## src/rtl/acc_wpg.sv

```systemverilog
module acc_wpg #(
  parameter int W      = 8,
  parameter int NSESS  = 4,
  parameter int LW     = 6,
  parameter logic [NSESS*W-1:0]  START_TAB = {8'h55, 8'hFE, 8'hF0, 8'h00},
  parameter logic [NSESS*W-1:0]  STEP_TAB  = {8'h80, 8'h03, 8'h10, 8'h01},
  parameter logic [NSESS*LW-1:0] LEN_TAB   = {6'd3, 6'd4, 6'd0, 6'd5}
) (
  input  logic         clk,
  input  logic         rst,
  input  logic         start,
  output logic [W-1:0] pattern,
  output logic         valid,
  output logic         done
);
  localparam int IW = (NSESS > 1) ? $clog2(NSESS) : 1;
  localparam logic [IW-1:0] LAST = IW'(NSESS - 1);

  typedef enum logic [1:0] {ST_IDLE, ST_LOAD, ST_RUN} st_t;

  st_t           st;
  logic [W-1:0]  acc;
  logic [LW-1:0] left;
  logic [IW-1:0] idx;

  logic [W-1:0]  cur_start, cur_step;
  logic [LW-1:0] cur_len;
  logic          at_last;

  assign cur_start = START_TAB[idx*W +: W];
  assign cur_step  = STEP_TAB[idx*W +: W];
  assign cur_len   = LEN_TAB[idx*LW +: LW];
  assign at_last   = (idx == LAST);
  assign pattern   = acc;

  always_ff @(posedge clk) begin
    if (rst) begin
      st    <= ST_IDLE;
      acc   <= '0;
      left  <= '0;
      idx   <= '0;
      valid <= 1'b0;
      done  <= 1'b0;
    end else if (start) begin
      st    <= ST_LOAD;
      idx   <= '0;
      valid <= 1'b0;
      done  <= 1'b0;
    end else begin
      case (st)
        ST_LOAD: begin
          valid <= 1'b0;
          if (cur_len == '0) begin
            if (at_last) begin
              st   <= ST_IDLE;
              done <= 1'b1;
            end else begin
              idx <= idx + IW'(1);
            end
          end else begin
            acc  <= cur_start;
            left <= cur_len;
            st   <= ST_RUN;
          end
        end
        ST_RUN: begin
          acc   <= acc + cur_step;
          valid <= 1'b1;
          left  <= left - LW'(1);
          if (left == LW'(1)) begin
            if (at_last) begin
              st   <= ST_IDLE;
              done <= 1'b1;
            end else begin
              idx <= idx + IW'(1);
              st  <= ST_LOAD;
            end
          end
        end
        default: valid <= 1'b0;
      endcase
    end
  end
endmodule

```

## config.mk

```make
export PLATFORM = sky130hd
export DESIGN_NAME = acc_wpg
export DESIGN_NICKNAME = d
export VERILOG_FILES = /design/src/rtl/acc_wpg.sv
export SDC_FILE = /design/constraint.sdc
export NUM_CORES = 1
export LEC_CHECK = 0
export BUFFER_PORTS_ARGS = -buffer_cell sky130_fd_sc_hd__buf_2
export CORE_MARGIN = 2
export CORE_UTILIZATION = 28
export CTS_BUF_LIST = sky130_fd_sc_hd__clkbuf_4
export DETAILED_ROUTE_END_ITERATION = 8
export GPL_TIMING_DRIVEN = 0
export HOLD_SLACK_MARGIN = 0.02
export PLACE_DENSITY = 0.51
export SYNTH_ARGS = -nofsm -noshare
export SYNTH_HDL_FRONTEND = slang
export SYNTH_SLANG_ARGS = --single-unit
export TNS_END_PERCENT = 5
```

## constraint.sdc

```tcl
create_clock -name clk -period 2.9 [get_ports clk]
set_clock_uncertainty 0.15 [all_clocks]
set_input_delay 0.58 -clock clk [delete_from_list [all_inputs] [get_ports clk]]
set_output_delay 0.58 -clock clk [all_outputs]
set_load 0.02 [all_outputs]
```

== Word level (Yosys, flattened, before mapping) ==
Index checks and enable logic that the tools add are counted.
Widths: inputs -> output; s select.

* Logic and storage cells: 52
* Register bits: 20
* Output and inout port bits: 10
* Input port bits: 3

* Multipliers: 1
* Add/sub/neg operators: 3
* Bitwise operators: 1
* Reduce and logical (&&, ||, !) cells: 8
* Shifts and indexed selects: 3
* Mux-type cells: 19
* Equal/unequal tests: 10

{| class="wikitable"
|+ Operators by type and width
! kind !! count
|-
| $shiftx 32x6->8 const A || 2
|-
| $shiftx 24x6->6 const A || 1
|-
| $pmux 8 s2 || 1
|-
| $mux 2 || 6
|-
| $pmux 6 s2 || 1
|-
| $reduce_and 3->1 || 4
|-
| $add 8x8->8 || 1
|-
| $mux 8 || 1
|-
| $pmux 2 s2 || 2
|-
| $eq 6x1->1 const B || 1
|-
| $logic_not 6->1 || 1
|-
| $mux 1 || 6
|-
| $mux 6 || 1
|-
| $ne 2x2->1 const B || 3
|-
| $ne 3x3->1 const B || 2
|-
| $sub 6x1->6 const B || 1
|-
| $eq 2x2->1 const B || 2
|-
| $mul 2x2->4 const B || 1
|-
| $ne 4x4->1 const B || 1
|-
| $reduce_bool 3->1 || 1
|-
| $add 2x1->2 const B || 1
|-
| $eq 2x1->1 const B || 1
|-
| $pmux 1 s2 || 1
|-
| $reduce_bool 2->1 || 1
|-
| other kinds (2) || 2
|}

== Longest topological paths before layout ==
* Word-level depth: 6
* Mapped depth: 10
* Mapped depth without buffers: 10

== Worst setup path before layout ==
Ideal clock, no wire load.

* Path kind: register -> register
* From: register idx[0]
* To: register acc[6] (netlist: pattern[6])
* Data required time: 2.618 ns
* Path slack: 0.636 ns
* Period minus slack after synthesis: 2.264 ns
* Path buffers: 0
* Stages on the path, launching flop included: 11
* Arrival: 1.981 ns
* Library setup time: 0.132 ns
* Cells stage by stage: dfxtp_1 > inv_1 > ha_1 > or2_2 > ha_1 > ha_1 > a21oi_2 > o31ai_2 > nor4b_1 > o21ai_0 > a21oi_1

* Longest elaborated chain between the ends: 5
* Elaborated cells between the ends (all ways): 10
* Classes of those cells: 1 x add/sub; 1 x mul; 1 x eq/ne; 3 x shift; 2 x mux; 2 x reduce/logical

{| class="wikitable"
|+ Ends and longest elaborated chain
! what !! line !! text
|-
| start: declaration || 24 || <nowiki>logic [IW-1:0] idx;</nowiki>
|-
| start signal: assignment || 58 || <nowiki>idx <= idx + IW'(1);</nowiki>
|-
| start signal: assignment || 75 || <nowiki>idx <= idx + IW'(1);</nowiki>
|-
| $mul 2x2->4 || 32 || <nowiki>assign cur_len = LEN_TAB[idx*LW +: LW];</nowiki>
|-
| $shiftx 24x6->6 || 32 ||
|-
| $logic_not 6->1 || 53 || <nowiki>if (cur_len == '0) begin</nowiki>
|-
| $ne 2x2->1 (no source line) || - ||
|-
| $reduce_and 3->1 (no source line) || - ||
|-
| end signal: assignment || 61 || <nowiki>acc <= cur_start;</nowiki>
|-
| end signal: assignment || 67 || <nowiki>acc <= acc + cur_step;</nowiki>
|-
| end: declaration || 22 || <nowiki>logic [W-1:0] acc;</nowiki>
|}

Several ways; a longest one is shown, not always the timed one. The select of a mux whose other input is x is not followed.
A chain may end at the register's enable or synchronous reset.

== Worst setup path in the final report ==
Same ends and word-level chain as after synthesis.

==> flow_summary.yaml <==
floorplan:
  num_rows: 24
  io_pins: 13
  die-area_um2: 5260
  start_util_pct: 29.6
  core_area_um2: 4440
  fp.dieW_um: 72.5
  fp.dieH_um: 72.5
route:
  drc_errors: 0
  vias: 1120
  drt-total-wl_mm: 3.06
  vias_per_cell: 5.00
  wire_per_inst_um: 13.7
  ant_nets: 0
  firstDrtPassIters: 4
  drt_iter0_drc: 104
finish:
  multi_input_area_um2: 815
  final_cell_area_um2: 1460
  antennaDiodeCount: 0
  seq_area_um2: 400
  nNetsFinal: 190
  fin_cells: 224
  fillers: 490
  drive_above_1_share_pct: 15.1
  area_delta_synth_final_pct: 10.8
timing:
  final_hold_viol_count: 0
  setup_violations: 0
  rsz0062_at_grt: "no"
  finalCritPeriodShare_pct: 86.2
  tightestPinTransition_ps: 508
  layout_min_cycle_time_ps: 2500
  relSlewSlack_pct: 66.1
  timing.fmax_mhz: 400
  tns_ps: 0
  hold_ws_ps: 313
  drv_slew: 0
placement:
  hpwlAfterDp_mm: 2.22
  gp_congestion: 0.759
  postPlaceCellArea_um2: 1430
  place_inst: 220
  portBuffers: 10
synth:
  netlist.area_leader.share_pct: 30.4
  syn_inst: 158
  synthesis.area_um2: 1320
  synthAdderAreaFrac_pct: 13.3
  synth_compound_area_share_pct: 22.7
  ys_warn_count: 0
  synth_edf_count: 0
  ys_types: 42
  syn_avg_cell_area_um2: 8.32
  synth_common_cells: "20 x dfxtp_1, 15 x nand2_1, 14 x ha_1, 14 x nor2_1, 13 x inv_1"
  synth_seq_cells: 20
  synth_largest_area_cell: "dfxtp_1"
  yosys_most_used_dff: "dfxtp_1"
  synth_xor_area_share_pct: 5.33
  synth.most_common_cell: "dfxtp_1"
  synth_top_family_by_area: "compound AO/OA/AOI/OAI gates"
  async_reset_ff_share_pct: 0
  yosys.area_share.simple_pct: 19.0
  syn_nets: 175
  synthMuxAreaShare_pct: 1.52
  synth-seq-area-share_pct: 30.4
  ys_top_cells_by_area: "dfxtp_1 30%, ha_1 13%, nand2_1 4.3%, nor2_1 4.0%, inv_1 3.7%"
worst_setup_path:
  worstReg2RegStart: "idx[0]"
  path_cells: "inv_1 > ha_1 > or2_2 > ha_1 > ha_1 > a21oi_2 > o31ai_2 > nor4b_1 > o21ai_0 > a21oi_1"
  path_class: "reg2reg"
  cp_slowest_cell: "dfxtp_1"
  r2r_cells: 10
  worst_path_most_repeated_cell: "ha_1"
  max_stage_delay_ps: 440
  arrival_ps: 2540
  rrSetupSlack_ps: 400
  endpoint_kind: "flip-flop"
  start_kind: "flip-flop"
  worstReg2RegEnd: "pattern[6]"
  required_ps: 2940
  crit_path_max_fanout: 5
cts:
  clock-sinks: 20
  ctsHtreeMaxLevel: 1
  clkTransAtPathRegs_ps: 130
  cts_max_path_buffers: 2
  cts_setup_buffers: 0
  numCtsBuffers: 3
  postCtsHoldBufs: 0
  cts_resized: 0
  clock_latency_ps: 310
  cts_tree: "done"
  ctsRootBufferMaster: "clkbuf_4"
global_routing:
  overflow: 0
  grt_max_degree: 12
  grt_pass1_wl_mm: 5.30
  grt_util_all_layers_pct: 12.8
  grt_pass1_vias: 1103
  antenna_found_initial: 0
run_status:
  outcome: "complete, no violations"
pwr:
  leakagePower_uw: 0.000567
  total_power_uw: 600
  pwr_density_cell_nw_per_um2: 412
  irDropWorstVdd_uv: 107
min_path:
  worstHoldEndpoint: "valid"
  holdPathStages: 2
  min-delay-start: "start"
  hold_class: "in2reg"
run:
  max_cap_viol_count: 0
==> logic make-up (layout without fill, tap and decap cells) <==
kind of cell	Yosys count	count (layout)
AOI/OAI and AO/OA	42	42
xor gates and xnor gates	8	8
DFF	20	20
adders and majority gates	14	14
muxes	2	2
and+or+nand+nor	51	51
buffers and inverters	21	35
==> sequential cells by signal, indices dropped and copies added, names as in the netlist <==
name / cells
pattern: 8
left: 6
idx: 2
st: 2
done: 1
valid: 1
==> power by group <==
group	total, µW	switching, µW	internal [µW]	leakage (µW)
Combinational	145	86.1	58.7	0.000389
Clock	146	95.2	50.3	0.0000154
Sequential	309	18.4	291	0.000163
Total	600	200	400	0.000567
==> routing by layer <==
layer	global-route usage [%]	wire, µm	part of all wire [%]	vias to the layer above
met3	1.53	61	2.0	6
met4	6.38	68	2.2	0
met5	0	0	0	-
met1	18.3	1650	54	516
li1	-	-	-	583
met2	18.9	1280	42	15
==> final cells by class <==
class                      count  area share (%)
timing repair buffer          10            3.44
inverter                      13            3.35
sequential                    20            27.5
tap                           52            4.47
clock buffer                   3            1.55
clock inverter                 1           0.258
multi-input combinational    117            55.9
buffer                         8            3.52
==> worst max-delay path: cells and delay by family, from the launching register on <==
kind	cells	cell delay, ps
AOI/OAI and AO/OA	4	540
adders and majority gates	3	670
buffers and inverters	1	130
DFF	1	440
and+or+nand+nor	2	460
==> metrics by stage <==
step / setup slack [ps] / util (%)
finish: 401 / 32.8
floorplan: 636 / -
global route: 184 / 32.8
global placement: 380 / 32.2
detailed placement: 401 / 32.2
CTS: 390 / 32.8
==> layout by cell type (no fill, tap or decap), drive strengths merged, types with 2 or more instances in the layout <==
cell type	count
nor2	14
xor2	3
nor2b	2
buf	15
dfxtp	20
inv	13
o21ai	7
xnor2	5
nand2	15
ha	14
a22oi	2
nand2b	3
a211oi	4
clkbuf	6
and3	2
o21a	2
nor3	9
a21oi	9
o22ai	2
nand3	2
mux2i	2
a31oi	5
==> how the worst max path moves through the flow <==
stage / slack (ps) / endpoint / start / cells past startpoint
global placement: 380 / pattern[6] / idx[0] / 10
CTS: 390 / pattern[6] / idx[0] / 10
finish: 400 / pattern[6] / idx[0] / 10
detailed placement: 400 / pattern[6] / idx[0] / 10
floorplan: 640 / pattern[6] / idx[0] / 10
global route: 180 / pattern[6] / idx[0] / 10
Power figures use the tool's default switching activity.
